===== config.mk =====
export PLATFORM = sky130hd
export DESIGN_NAME = xt_kbd_host_rx
export DESIGN_NICKNAME = d
export VERILOG_FILES = /design/src/rtl/xt_kbd_rx_pkg.sv /design/src/rtl/xt_kbd_rx_datapath.sv /design/src/rtl/xt_kbd_rx_control.sv /design/src/rtl/xt_kbd_host_rx.sv
export SDC_FILE = /design/constraint.sdc
export NUM_CORES = 1
export LEC_CHECK = 0
export CORE_MARGIN = 4
export CORE_UTILIZATION = 53
export DETAILED_ROUTE_END_ITERATION = 16
export PLACE_DENSITY = 0.79
export SYNTH_ARGS = -nofsm -noshare
export SYNTH_HDL_FRONTEND = slang
export SYNTH_SLANG_ARGS = --single-unit
export TNS_END_PERCENT = 30

===== constraint.sdc =====
create_clock -name clk -period 1.6 [get_ports clk]
set_input_delay 0.32 -clock clk [delete_from_list [all_inputs] [get_ports clk]]
set_output_delay 0.32 -clock clk [all_outputs]
set_load 0.02 [all_outputs]

===== src/rtl/xt_kbd_rx_pkg.sv =====
package xt_kbd_rx_pkg;

  typedef enum logic [1:0] {
    ST_IDLE = 2'd0,
    ST_RECV = 2'd1,
    ST_FULL = 2'd2,
    ST_RST  = 2'd3
  } rxState_t;

  // strobes from control to datapath
  typedef struct packed {
    logic shiftBit;
    logic loadByte;
    logic clearFull;
    logic setErr;
    logic clearErr;
    logic clearReady;
  } rxCtrl_t;

endpackage


===== src/rtl/xt_kbd_rx_datapath.sv =====
module xt_kbd_rx_datapath
  import xt_kbd_rx_pkg::*;
#(
  parameter int BYTE_W = 8,
  parameter logic [BYTE_W-1:0] READY_CODE = 8'hAA
) (
  input  logic              clk,
  input  logic              rstN,
  input  logic              kbdClkIn,
  input  logic              kbdDataIn,
  input  rxCtrl_t           ctrl,
  output logic              fallEdge,
  output logic              dataBit,
  output logic [BYTE_W-1:0] rxByte,
  output logic              rxFull,
  output logic              frameErr,
  output logic              kbdReady
);

  logic [1:0]        clkSync;
  logic [1:0]        dataSync;
  logic              clkPrev;
  logic [BYTE_W-1:0] shiftReg;
  logic [BYTE_W-1:0] assembled;

  // two-flop synchronisers; clock idles high, data idles low
  always_ff @(posedge clk or negedge rstN) begin
    if (!rstN) begin
      clkSync  <= 2'b11;
      dataSync <= 2'b00;
      clkPrev  <= 1'b1;
    end else begin
      clkSync  <= {clkSync[0], kbdClkIn};
      dataSync <= {dataSync[0], kbdDataIn};
      clkPrev  <= clkSync[1];
    end
  end

  assign fallEdge  = clkPrev & ~clkSync[1];
  assign dataBit   = dataSync[1];
  assign assembled = {dataBit, shiftReg[BYTE_W-1:1]};

  always_ff @(posedge clk or negedge rstN) begin
    if (!rstN) begin
      shiftReg <= '0;
      rxByte   <= '0;
    end else begin
      if (ctrl.shiftBit) shiftReg <= assembled;
      if (ctrl.loadByte) rxByte   <= assembled;
    end
  end

  always_ff @(posedge clk or negedge rstN) begin
    if (!rstN) begin
      rxFull   <= 1'b0;
      frameErr <= 1'b0;
      kbdReady <= 1'b0;
    end else begin
      if (ctrl.clearFull)     rxFull <= 1'b0;
      else if (ctrl.loadByte) rxFull <= 1'b1;

      if (ctrl.setErr)        frameErr <= 1'b1;
      else if (ctrl.clearErr) frameErr <= 1'b0;

      if (ctrl.clearReady)    kbdReady <= 1'b0;
      else if (ctrl.loadByte && assembled == READY_CODE) kbdReady <= 1'b1;
    end
  end

endmodule


===== src/rtl/xt_kbd_rx_control.sv =====
module xt_kbd_rx_control
  import xt_kbd_rx_pkg::*;
#(
  parameter int BYTE_W         = 8,
  parameter int RESET_CYCLES   = 5000000,
  parameter int TIMEOUT_CYCLES = 250000
) (
  input  logic    clk,
  input  logic    rstN,
  input  logic    fallEdge,
  input  logic    dataBit,
  input  logic    readAck,
  input  logic    resetReq,
  output rxCtrl_t ctrl,
  output logic    kbdClkLowOut
);

  localparam int CNT_W = $clog2(BYTE_W);
  localparam int TMR_W = $clog2(TIMEOUT_CYCLES + 1);
  localparam int RST_W = $clog2(RESET_CYCLES + 1);
  localparam logic [CNT_W-1:0] LAST_BIT = CNT_W'(BYTE_W - 1);
  localparam logic [TMR_W-1:0] TMR_END  = TMR_W'(TIMEOUT_CYCLES - 1);
  localparam logic [RST_W-1:0] RST_END  = RST_W'(RESET_CYCLES - 1);

  rxState_t         state, nextState;
  logic [CNT_W-1:0] bitCnt;
  logic [TMR_W-1:0] stallTmr;
  logic [RST_W-1:0] holdCnt;

  always_comb begin
    ctrl      = '0;
    nextState = state;
    unique case (state)
      ST_IDLE: if (fallEdge && dataBit) nextState = ST_RECV;
      ST_RECV: begin
        if (fallEdge) begin
          ctrl.shiftBit = 1'b1;
          if (bitCnt == LAST_BIT) begin
            ctrl.loadByte = 1'b1;
            nextState     = ST_FULL;
          end
        end else if (stallTmr == TMR_END) begin
          ctrl.setErr = 1'b1;
          nextState   = ST_IDLE;
        end
      end
      ST_FULL: if (readAck) begin
        ctrl.clearFull = 1'b1;
        nextState      = ST_IDLE;
      end
      ST_RST:  if (holdCnt == RST_END) nextState = ST_IDLE;
      default: nextState = ST_IDLE;
    endcase
    if (readAck) ctrl.clearErr = 1'b1;
    if (resetReq) begin
      ctrl            = '0;
      ctrl.clearFull  = 1'b1;
      ctrl.clearErr   = 1'b1;
      ctrl.clearReady = 1'b1;
      nextState       = ST_RST;
    end
  end

  always_ff @(posedge clk or negedge rstN) begin
    if (!rstN) begin
      state    <= ST_IDLE;
      bitCnt   <= '0;
      stallTmr <= '0;
      holdCnt  <= '0;
    end else begin
      state <= nextState;
      if (state == ST_IDLE)   bitCnt <= '0;
      else if (ctrl.shiftBit) bitCnt <= bitCnt + 1'b1;
      if (state != ST_RECV || fallEdge) stallTmr <= '0;
      else                              stallTmr <= stallTmr + 1'b1;
      if (resetReq)             holdCnt <= '0;
      else if (state == ST_RST) holdCnt <= holdCnt + 1'b1;
    end
  end

  assign kbdClkLowOut = (state == ST_FULL) || (state == ST_RST);

endmodule


===== src/rtl/xt_kbd_host_rx.sv =====
module xt_kbd_host_rx
  import xt_kbd_rx_pkg::*;
#(
  parameter int RESET_CYCLES   = 5000000,
  parameter int TIMEOUT_CYCLES = 250000
) (
  input  logic       clk,
  input  logic       rstN,
  input  logic       kbdClkIn,
  input  logic       kbdDataIn,
  input  logic       readAck,
  input  logic       resetReq,
  output logic       kbdClkLowOut,
  output logic [7:0] rxByte,
  output logic       rxFull,
  output logic       frameErr,
  output logic       kbdReady
);

  localparam int BYTE_W = 8;

  rxCtrl_t ctrl;
  logic    fallEdge;
  logic    dataBit;

  xt_kbd_rx_datapath #(.BYTE_W(BYTE_W), .READY_CODE(8'hAA)) datapath_i (
    .clk(clk), .rstN(rstN), .kbdClkIn(kbdClkIn), .kbdDataIn(kbdDataIn),
    .ctrl(ctrl), .fallEdge(fallEdge), .dataBit(dataBit), .rxByte(rxByte),
    .rxFull(rxFull), .frameErr(frameErr), .kbdReady(kbdReady)
  );

  xt_kbd_rx_control #(
    .BYTE_W(BYTE_W), .RESET_CYCLES(RESET_CYCLES), .TIMEOUT_CYCLES(TIMEOUT_CYCLES)
  ) control_i (
    .clk(clk), .rstN(rstN), .fallEdge(fallEdge), .dataBit(dataBit),
    .readAck(readAck), .resetReq(resetReq), .ctrl(ctrl),
    .kbdClkLowOut(kbdClkLowOut)
  );

endmodule


# [Yosys cells after proc, flatten, opt, wreduce, memory -nomap -nowiden]
# Index checks and enable logic that the tools add are counted.
[word_totals] input_bits=6 regBits=70 output_inout_bits=12 wordCells=69
[op_classes] reduce_logical=11 addsub=3 n_eq_ne=13 bitwise=2 muxes=28
[op_table] op="$mux W23" n=2
[op_table] op="$add A23 B1 Y23 const B" n=1
[op_table] op="$eq A23 B23 Y1 const B" n=1
[op_table] op="$add A18 B1 Y18 const B" n=1
[op_table] op="$eq A18 B18 Y1 const B" n=1
[op_table] op="$mux W18" n=1
[op_table] op="$mux W2" n=9
[op_table] op="$mux W1" n=12
[op_table] op="$reduce_bool A2 Y1" n=5
[op_table] op="$eq A8 B8 Y1 const B" n=1
[op_table] op="$pmux W2 S4" n=1
[op_table] op="$mux W3" n=2
[op_table] op="$mux W6" n=1
[op_table] op="$ne A3 B2 Y1 const B" n=2
[op_table] op="$reduce_and A5 Y1" n=1
[op_table] op="$eq A2 B2 Y1 const B" n=2
[op_table] op="$ne A4 B2 Y1 const B" n=1
[op_table] op="$ne A4 B4 Y1 const B" n=1
[op_table] op="$add A3 B1 Y3 const B" n=1
[op_table] op="$eq A3 B3 Y1 const B" n=1
[op_table] op="$ne A3 B3 Y1 const B" n=1
[op_table] op="$eq A2 B1 Y1 const B" n=1
[op_table] op="$logic_and A1 B1 Y1" n=2
[op_table] op="$logic_not A2 Y1" n=1
[op_table] op="4 further kinds" n=5

# [Depth between registers and ports, before layout]
# Gate-level depths: netlist of the first run.
[logic_depth] word_depth=8 mapped_depth=7 mapped_depth_nobuf=6

# [Cells and area by module]
# Synthesis of the first run repeated with hierarchy kept, for this count alone.
[unflattened] cells_unflattened=320 hier_area_um2=3324.4
[by_module_without_submodules] mod="xt_kbd_rx_control" cells_per_inst=270 seq_area_each_um2=1151.1 instances=1 area_per_inst_um2=2477.4
[by_module_without_submodules] mod="xt_kbd_rx_datapath" cells_per_inst=50 seq_area_each_um2=579.3 instances=1 area_per_inst_um2=847.1

# [Least setup slack after synthesis of the first run]
# OpenSTA, ideal clock, no wires.
[synth_path] kind="register to register" start="reg control_i.stallTmr[0]" end="reg control_i.stallTmr[8]" path_stages_with_launch=8 t_required_ns=1.469 arrival_ns=1.464 synth_period_minus_slack_ns=1.594 path_buffers=1 setup_ns=0.131 setup_slack_ns=0.006 path_cell_list="dfrtp_1 ha_1 and3_1 and3_1 clkbuf_1 and3_1 xnor2_1 nor2_1"
[synth_between] elab_chain_len=2
[synth_rtl] item="start: declaration" line="xt_kbd_rx_control.sv:27" rtl="logic [TMR_W-1:0] stallTmr;"
[synth_rtl] item="start signal: assignment" line="xt_kbd_rx_control.sv:75" rtl="else stallTmr <= stallTmr + 1'b1;"
[synth_rtl] item="$add A18 B1 Y18" line="xt_kbd_rx_control.sv:75"
[synth_rtl] item="$mux W18" line="xt_kbd_rx_control.sv:74" rtl="if (state != ST_RECV || fallEdge) stallTmr <= '0;"
# No other way between the ends.
# A chain may end at the register's enable or synchronous reset.

# [Final worst setup path of the first run]
[layout_path] start="reg datapath_i.clkPrev" end="reg control_i.state[1]"
[layout_between] elab_chain_len=4 word_cells_on_any_way=9 cone_classes="3 x eq/ne; 3 x mux; 1 x bitwise; 2 x reduce/logical"
[layout_rtl] item="start: declaration" line="xt_kbd_rx_datapath.sv:22" rtl="logic clkPrev;"
[layout_rtl] item="start signal: assignment" line="xt_kbd_rx_datapath.sv:35" rtl="clkPrev <= clkSync[1];"
[layout_rtl] item="$and A1 B1 Y1 (*)" line="xt_kbd_rx_datapath.sv:39" rtl="assign fallEdge = clkPrev & ~clkSync[1];"
[layout_rtl] item="$mux W2 / $logic_and A1 B1 Y1 (equally long branches)" line="xt_kbd_rx_control.sv:36, xt_kbd_rx_control.sv:34"
[layout_rtl] item="$pmux W2 S4 / $ne A3 B2 Y1 (equally long branches)"
[layout_rtl] item="$mux W2 / $reduce_and A5 Y1 (equally long branches)"
[layout_rtl] item="end signal: assignment" line="xt_kbd_rx_control.sv:71" rtl="state <= nextState;"
[layout_rtl] item="end: declaration" line="xt_kbd_rx_control.sv:25" rtl="rxState_t state, nextState;"
# Every way passes the cells marked *; elsewhere a longest branch is shown, timed or not.

==> flow_summary_export.csv, run 1 <==
group,metric,value,unit
critical_path,cp-end-kind,"flip-flop",
clocking,cts-htree-levels,3,
timing,skew,0.00755,ns
timing,finalHoldViolations,0,
pwr,combinationalPowerShare,0.114,
timing,setup_viol,0,
pwr,seqPwrFrac,0.505,
routing,vias,2311,
routing,ant_nets,0,
cells_and_area,area.growth.synth_to_final,19.2,%
critical_path,path_max_fanout,3,
routing,avgViaCountPerCell,5.41,
clocking,cts_buffer_depth,2,
critical_path,critPathLaunch,"datapath_i.clkPrev",
grt,antenna_found_initial,0,
pwr,p_leak,1.75,nW
yosys,synth_nets,326,
place,gp_congestion,0.838,
critical_path,cp-start-kind,"flip-flop",
grt,grt_pass1_vias,2338,
cells_and_area,stdcell_count,427,
place,dp.cells,410,
timing,slew_headroom,0.755,
timing,worst_slew_pin_slew,0.363,ns
critical_path,critPathMaxStageDelay,0.53,ns
flow_run,cap_violations,0,
routing,drc,0,
pwr,p_per_area,1020,mW/mm2
clocking,numCtsBuffers,9,
yosys,ys_seq_area_frac,0.541,
die,ios,18,
cells_and_area,num_antenna_cells,0,
clocking,cts_tree,"yes",
critical_path,worstSetupPathType,"flip-flop to flip-flop",
grt,grt_max_degree,36,
die,start_util,0.544,
routing,wl,6.26,mm
pwr,switching_share,0.254,
timing,period_needed,1.54,ns
clocking,cts_setup_buffers,0,
die,die_area,0.00734,mm2
timing,period_share,0.960,
yosys,yosys_warnings,0,
worst_hold_path,worstHoldStart,"datapath_i.dataSync[0]",
grt,use_met1,0.244,
place,port_buffers,17,
routing,avgRoutedWirePerCell,14.7,um
routing,dr.pass1.iters,4,
critical_path,regToRegStartpoint,"datapath_i.clkPrev",
critical_path,worstPathArrival,1.76,ns
yosys,synth_edf_count,0,
pwr,peakVddDrop,0.808,mV
critical_path,crit_chain,"nand3b_1, or3_1, o211a_1, nand2_1, o2bb2ai_1",
pwr,internal-power,2.92,mW
cells_and_area,layout_common_cells,"dfrtp_1 (65), nor2_1 (53), nand2_1 (38)",
yosys,yosys_register_bits,69,
cells_and_area,nNetsFinal,357,
die,die_h,85.7,um
yosys,syn_inst,316,
cells_and_area,fill_cells,461,
yosys,synthFlopType,"dfrtp_1",
pwr,p_clk_frac,0.380,
routing,drt_iter0_markers,139,
grt,grt_use_met2,0.302,
yosys,async_flop_share,1.00,
clocking,clk_latency,0.34,ns
die,rows,28,
yosys,syn-cell-area,0.00320,mm2
grt,grt_overflow,0,
yosys,synth_area_per_cell,10.1,um2
grt,busiest_layer,"met2",
timing,fmax,0.651,GHz
pwr,p_sw,0.991,mW
clocking,cts_sinks,69,
status,status,"complete, no violations",
clocking,clk_pin_slew_worst_paths,0.07,ns
timing,rsz0062_at_grt,"yes",
grt,grtUsageMet3,0.0317,
cells_and_area,final_common_cell,"dfrtp_1",
grt,grt_util_all_layers,0.186,
timing,finalMaxSlewViolations,0,
yosys,yosysUniqueCellTypes,37,
worst_hold_path,hold_class,"flip-flop to flip-flop",
clocking,cts-root-buf,"clkbuf_8",
place,dp_hpwl,4.24,mm
pwr,power,3.91,mW
critical_path,slowest_stage,"dfstp_2",
cells_and_area,drive_gt1_frac,0.162,
die,die_w,85.7,um
critical_path,worst-endpoint-required,1.82,ns
die,core_area,0.00589,mm2
grt,grt_pass1_wl,10.7,mm
per-stage QoR:
stage	instance area (um2)	TNS [ns]	hold slack (ns)	setup slack (ns)	util
floorplan	3200	0	0.0244	0.00571	-
global placement	3550	-0.578	0.236	-0.133	0.604
detailed placement	3550	-0.868	0.239	-0.196	0.604
CTS	3760	0	0.365	0.00415	0.639
global route	3810	-0.0838	0.365	-0.0461	0.648
finish	3810	0	0.364	0.0638	0.648
worst paths after layout:
path                                          end  slack, ns  depth (start not counted)
hold / removal             datapath_i.dataSync[1]       0.36                          0
min in group asynchronous   control_i.holdCnt[12]       0.40                          2
max in group asynchronous      datapath_i.clkPrev       0.69                          3
setup reg to reg               control_i.state[1]       0.06                          5
hold reg to reg            datapath_i.dataSync[1]       0.36                          0
setup / recovery               control_i.state[1]       0.06                          5
repair_timing:
action / 4_1_cts / 5_1_grt
resized for setup: 14 / 17
endpoints found under the hold margin: 10 / 0
setup endpoints to repair: 14 / 17
hold buffers: 1 / 0
pin swaps: 0 / 2
Yosys cell counts, types with 3 or more instances:
cell      instances  share of area
dfrtp_1          66           0.52
nor2_1           53          0.062
nand2_1          38          0.045
xor2_1           28          0.077
nand3_1          17          0.027
nand4_1          12          0.023
and3_1           11          0.022
xnor2_1          11          0.030
o21ai_0           8          0.013
mux2_2            7          0.025
and4_1            6          0.016
buf_2             6         0.0094
clkbuf_1          6         0.0070
ha_1              4          0.016
a21oi_1           3         0.0047
and2_1            3         0.0059
dfstp_2           3          0.025
inv_1             3         0.0035
nor2b_1           3         0.0059
nor4_1            3         0.0059
nor4bb_1          3         0.0094
routing by layer:
layer  routed length (um)  part of all wire  vias up
met5                    0                 0        -
met4                  122             0.019        0
met3                  153             0.024        9
met2                 3100              0.49       28
met1                 2890              0.46     1137
li1                     -                 -     1137
critical path, delay by kind of cell, from the launching register on:
family           cells  cell delay (ns)
flip-flops           1             0.53
AO/OA/AOI/OAI        2             0.32
AND/OR/NAND/NOR      3             0.58
layout make-up:
type                            count  area, um2  share of cell area
Sequential cell                    69       1730               0.454
Inverter                            3       11.3             0.00295
Timing Repair Buffer               35        329              0.0863
Clock inverter                      3       42.5              0.0112
Clock buffer                       13        169              0.0443
Multi-Input combinational cell    229       1440               0.377
Tap cell                           75       93.8              0.0246
cell families (layout without fill, tap and decap cells):
logic type               count (synthesis)  after routing  synth area share
AO/OA/AOI/OAI                           17             17            0.0332
adder cells (fa/ha/maj)                  4              4            0.0156
AND/OR/NAND/NOR                        162            162             0.253
XOR/XNOR                                39             39             0.107
flip-flops                              69             69             0.541
buffers and inverters                   18             54            0.0258
multiplexers                             7              7            0.0246
sequential cells by signal, indices dropped and copies added (netlist names), 2 cells and up:
name	cells
control_i.state	2
datapath_i.dataSync	2
datapath_i.shiftReg	7
control_i.stallTmr	18
control_i.holdCnt	23
datapath_i.rxByte	8
datapath_i.clkSync	2
control_i.bitCnt	3
power by group through the flow:
stage | Combinational (mW) | Sequential (mW) | Clock, mW
detailed placement | 0.438 | 2.01 | 0
global route | 0.509 | 1.99 | 1.59
global placement | 0.404 | 2.00 | 0
finish | 0.447 | 1.98 | 1.49
CTS | 0.438 | 1.97 | 1.51
floorplan | 0.259 | 1.98 | 0
No activity file was read; power rests on OpenSTA's default activity.
==> run 2: changes to the inputs <==
==> constraint.sdc (replaced) <==
create_clock -name clk -period 1.6 [get_ports clk]
set_input_delay 0.32 -clock clk [delete_from_list [all_inputs] [get_ports clk]]
set_output_delay 0.32 -clock clk [all_outputs]
set_load 0.1 [all_outputs]
==> flow_summary_export.csv, run 2 (synthesized netlist as in run 1, its figures left out) <==
group,metric,value,unit
timing,finalHoldViolations,0,
critical_path,regToRegSetupSlack,0.05,ns
die,rows,28,
clocking,cts_tree,"yes",
pwr,seqPwrFrac,0.514,
pwr,combinationalPowerShare,0.119,
die,die_h,85.7,um
timing,period_share,0.971,
grt,grt_pass1_vias,2279,
pwr,internal-power,2.79,mW
routing,avgViaCountPerCell,5.48,
clocking,cts-htree-levels,3,
clocking,clk_pin_slew_worst_paths,0.08,ns
timing,rsz0062_at_grt,"yes",
critical_path,critPathCapture,"datapath_i.rxByte[1]",
pwr,p_sw,1.06,mW
timing,slew_headroom,0.745,
pwr,p_leak,1.74,nW
critical_path,worstReg2RegEnd,"datapath_i.rxByte[1]",
grt,antenna_found_initial,0,
die,die_area,0.00734,mm2
critical_path,cp-start-kind,"flip-flop",
cells_and_area,drive_gt1_frac,0.204,
flow_run,cap_violations,0,
cells_and_area,largestRegisters,"control_i.holdCnt: 23 flops, control_i.stallTmr: 18 flops, datapath_i.rxByte: 8 flops",
pwr,switching_share,0.276,
clocking,cts_buffer_depth,2,
critical_path,worstPathArrival,1.79,ns
cells_and_area,nNetsFinal,358,
place,gp_congestion,0.770,
cells_and_area,utilization,0.663,
cells_and_area,layout_common_cells,"dfrtp_1 (64), nor2_1 (53), nand2_1 (38)",
place,dp.cells,408,
cells_and_area,num_antenna_cells,0,
timing,worst_slew_pin_slew,0.377,ns
critical_path,worstSetupPathType,"flip-flop to flip-flop",
grt,grt_pass1_wl,10.8,mm
place,port_buffers,17,
grt,grt_max_degree,70,
timing,period_needed,1.55,ns
timing,fmax,0.644,GHz
cells_and_area,area.growth.synth_to_final,21.9,%
pwr,p_per_area,986,mW/mm2
pwr,peakVddDrop,0.993,mV
grt,grt_overflow,0,
die,ios,18,
clocking,cts_sinks,69,
die,die_w,85.7,um
timing,setup_viol,0,
grt,grt_util_all_layers,0.188,
routing,wl,6.26,mm
status,status,"complete, no violations",
routing,drc,0,
cells_and_area,fill_cells,451,
routing,vias,2347,
timing,finalMaxSlewViolations,0,
clocking,numCtsBuffers,9,
worst_hold_path,hold_class,"flip-flop to flip-flop",
cells_and_area,stdcell_count,428,
routing,dr.pass1.iters,5,
routing,ant_nets,0,
routing,drt_iter0_markers,141,
cells_and_area,top_register,"control_i.holdCnt",
clocking,cts-root-buf,"clkbuf_8",
die,core_area,0.00589,mm2
cells_and_area,largest_reg_flops,23,
die,start_util,0.544,
critical_path,path_max_fanout,10,
clocking,clk_latency,0.35,ns
critical_path,cp-end-kind,"flip-flop",
critical_path,regToRegStartpoint,"control_i.bitCnt[0]",
critical_path,r2r.worst_path.cells,5,
pwr,p_clk_frac,0.368,
cells_and_area,final_common_cell,"dfrtp_1",
critical_path,worst-endpoint-required,1.84,ns
timing,skew,0.0115,ns
critical_path,critPathLaunch,"control_i.bitCnt[0]",
place,dp_hpwl,4.04,mm
routing,avgRoutedWirePerCell,14.6,um
## run 2: cell types whose count changed in the layout (fill, tap and decap cells not counted), sizes merged
cell / delta
inv: +1
clkbuf: -4
clkinv: +3
buf: +13
dlygate4sd2: -12
## run 2: layer usage
layer | GRT usage | vias to the layer above | share of wire
met2 | 0.298 | 37 | 0.49
met3 | 0.0586 | 14 | 0.031
li1 | - | 1141 | -
met1 | 0.247 | 1155 | 0.46
met5 | 0 | - | 0
met4 | 0.0633 | 0 | 0.016
## run 2: power by group through the flow
stage	Combinational [mW]	Clock (mW)	Sequential, mW
2_1_floorplan	0.284	0	1.98
3_3_place_gp	0.414	0	2.00
3_5_place_dp	0.437	0	2.00
4_1_cts	0.451	1.45	1.97
5_1_grt	0.516	1.53	2.00
6_report	0.457	1.42	1.98
## run 2: layout make-up
type                    count  area [um2]  share of cell area
flip-flops and latches     69        1730               0.444
multi-input cells         229        1420               0.364
well taps                  75        93.8              0.0241
clock inverters             7        73.8              0.0189
inverters                   3        11.3             0.00289
clock buffers               9         124              0.0318
repair buffers             36         447               0.114
## run 2: how the worst min path moves through the flow
stage,startpoint,end,slack (ns),depth (start not counted)
global route,datapath_i.dataSync[0],datapath_i.dataSync[1],0.36,0
floorplan,rstN,control_i.bitCnt[0],0.02,0
CTS,datapath_i.clkSync[0],datapath_i.clkSync[1],0.35,0
detailed placement,datapath_i.dataSync[0],datapath_i.dataSync[1],0.34,0
global placement,datapath_i.dataSync[0],datapath_i.dataSync[1],0.34,0
finish,datapath_i.dataSync[0],datapath_i.dataSync[1],0.36,0
## run 2: critical path, cell delays in order (launching register included)
cell,delay (ns)
dfrtp_1,0.40
ha_1,0.22
ha_1,0.23
nand2_1,0.10
buf_6,0.15
mux2_2,0.33
## run 2: timing repair
item | CTS | global route
setup endpoints to repair | 1 | 32
buffers inserted | 1 | 2
endpoints found under the hold margin | 63 | 0
pin swaps | 0 | 3
resized for setup | 0 | 18
hold buffers | 1 | 0
## run 2: metrics by stage
step | area (um2) | power, mW | setup WS, ns | TNS (ns) | hold WS (ns)
5_1_grt | 3900 | 4.05 | -0.0178 | -0.0184 | 0.361
2_1_floorplan | 3200 | 2.26 | 0.00571 | 0 | 0.0244
3_3_place_gp | 3630 | 2.41 | -0.142 | -0.638 | 0.336
3_5_place_dp | 3630 | 2.44 | -0.190 | -1.03 | 0.342
4_1_cts | 3850 | 3.87 | 0.00228 | 0 | 0.353
6_report | 3900 | 3.85 | 0.0471 | 0 | 0.357
==> run 3: changes to the inputs <==
--- a/config.mk
+++ b/config.mk
@@ -5,10 +5,11 @@
 export SDC_FILE = /design/constraint.sdc
 export NUM_CORES = 1
 export LEC_CHECK = 0
+export ABC_CLOCK_PERIOD_IN_PS = 1700
 export CORE_MARGIN = 4
-export CORE_UTILIZATION = 53
+export CORE_UTILIZATION = 59
 export DETAILED_ROUTE_END_ITERATION = 16
-export PLACE_DENSITY = 0.79
+export PLACE_DENSITY = 0.83
 export SYNTH_ARGS = -nofsm -noshare
 export SYNTH_HDL_FRONTEND = slang
 export SYNTH_SLANG_ARGS = --single-unit
==> constraint.sdc (replaced) <==
create_clock -name clk -period 1.7 [get_ports clk]
set_input_delay 0.34 -clock clk [delete_from_list [all_inputs] [get_ports clk]]
set_output_delay 0.34 -clock clk [all_outputs]
set_load 0.1 [all_outputs]
==> flow_summary_export.csv, run 3 (synthesized netlist as in run 1, its figures left out) <==
group,metric,value,unit
status,status,"complete, no violations",
routing,drt_iter0_markers,122,
critical_path,cp_common_cell,"and3_1",
die,start_util,0.619,
timing,fmax,0.621,GHz
routing,dr.pass1.iters,4,
timing,slew_headroom,0.747,
die,die_area,0.00667,mm2
timing,setup_slack,0.0899,ns
pwr,power,3.92,mW
cells_and_area,largestRegisters,"control_i.holdCnt: 23 flops, control_i.stallTmr: 18 flops, datapath_i.rxByte: 8 flops",
cells_and_area,fill_cells,323,
cells_and_area,largest_reg_flops,23,
die,die_w,81.6,um
critical_path,worstSetupPathType,"flip-flop to flip-flop",
critical_path,slowest_stage,"dfrtp_1",
timing,setup_viol,0,
grt,grt_pass1_vias,2401,
clocking,cts-root-buf,"clkbuf_8",
critical_path,worstPathArrival,1.84,ns
routing,ant_nets,0,
clocking,clk_pin_slew_worst_paths,0.08,ns
clocking,cts_setup_buffers,0,
routing,drc,0,
grt,grt_util_all_layers,0.220,
place,dp.cells,402,
clocking,cts-htree-levels,3,
place,gp_congestion,0.796,
flow_run,cap_violations,0,
grt,antenna_found_initial,0,
clocking,cts_tree,"yes",
cells_and_area,layout_common_cells,"dfrtp_1 (66), nor2_1 (53), nand2_1 (38)",
timing,period_share,0.947,
timing,rsz0062_at_grt,"yes",
critical_path,critical_path.top_delay_family,"simple AND/OR/NAND/NOR gates",
critical_path,path_max_fanout,6,
die,core_area,0.00517,mm2
grt,grt_overflow,0,
routing,wl,6.33,mm
critical_path,crit_chain,"ha_1, and3_1, and3_2, and3_1, xnor2_1, nor2_1",
die,die_h,81.6,um
timing,finalHoldViolations,0,
place,dp_hpwl,4.27,mm
critical_path,worst-endpoint-required,1.93,ns
cells_and_area,stdcell_count,419,
place,dpl_cell_area,0.00362,mm2
clocking,numCtsBuffers,9,
critical_path,cp-end-kind,"flip-flop",
routing,avgRoutedWirePerCell,15.1,um
clocking,clk_latency,0.34,ns
cells_and_area,final_common_cell,"dfrtp_1",
cells_and_area,nNetsFinal,354,
timing,skew,0.00743,ns
timing,worst_slew_pin_slew,0.375,ns
die,ios,18,
cells_and_area,area.growth.synth_to_final,21.5,%
pwr,p_per_area,1010,mW/mm2
cells_and_area,drive_gt1_frac,0.175,
critical_path,cp-start-kind,"flip-flop",
worst_hold_path,hold_class,"flip-flop to flip-flop",
clocking,cts_sinks,69,
pwr,peakVddDrop,0.904,mV
place,pre_cts_slack,-0.0824,ns
cells_and_area,utilization,0.752,
timing,finalSetupTns,0,ns
critical_path,critPathMaxStageDelay,0.40,ns
place,port_buffers,17,
critical_path,critPathBufInv,0,
pwr,p_leak,1.74,nW
clocking,cts_buffer_depth,2,
die,rows,26,
timing,whs,0.363,ns
timing,finalMaxSlewViolations,0,
grt,grt_pass1_wl,11.1,mm
timing,period_needed,1.61,ns
cells_and_area,top_register,"control_i.holdCnt",
cells_and_area,final_cell_area,0.00389,mm2
routing,vias,2350,
grt,grt_max_degree,29,
cells_and_area,num_antenna_cells,0,
routing,avgViaCountPerCell,5.61,
run 3: final timing paths:
kind / start / to / slack (ns) / cells after the start
max in group asynchronous: rstN / datapath_i.clkSync[0] / 0.72 / 3
max: control_i.stallTmr[0] / control_i.stallTmr[8] / 0.09 / 6
min: datapath_i.dataSync[0] / datapath_i.dataSync[1] / 0.36 / 0
min in group asynchronous: rstN / control_i.holdCnt[10] / 0.44 / 2
max reg2reg: control_i.stallTmr[0] / control_i.stallTmr[8] / 0.09 / 6
min reg2reg: datapath_i.dataSync[0] / datapath_i.dataSync[1] / 0.36 / 0
run 3: power breakdown:
| part | switching, mW | internal (mW) |
|---|---|---|
| Clock | 0.627 | 1.01 |
| Sequential | 0.101 | 1.76 |
| Combinational | 0.242 | 0.179 |
| Total | 0.971 | 2.95 |
run 3: layer usage:
metal  vias to the layer above  part of all wire  track usage
li1                       1133                 -            -
met1                      1174              0.46        0.284
met2                        34              0.49        0.363
met3                         9             0.033       0.0581
met4                         0             0.013       0.0698
met5                         -                 0            0
run 3: cell type report:
class | count | area (um2) | share of cell area
flip-flops and latches | 69 | 1730 | 0.445
multi-input cells | 229 | 1400 | 0.360
repair buffers | 32 | 413 | 0.106
clock buffers | 10 | 138 | 0.0354
clock inverters | 6 | 110 | 0.0283
well taps | 70 | 87.6 | 0.0225
inverters | 3 | 11.3 | 0.00290
run 3: repair_timing:
item | in CTS | in global routing
setup endpoints to repair | 0 | 7
resized for setup | 0 | 7
hold buffers | 1 | 0
hold endpoints to repair | 12 | 0
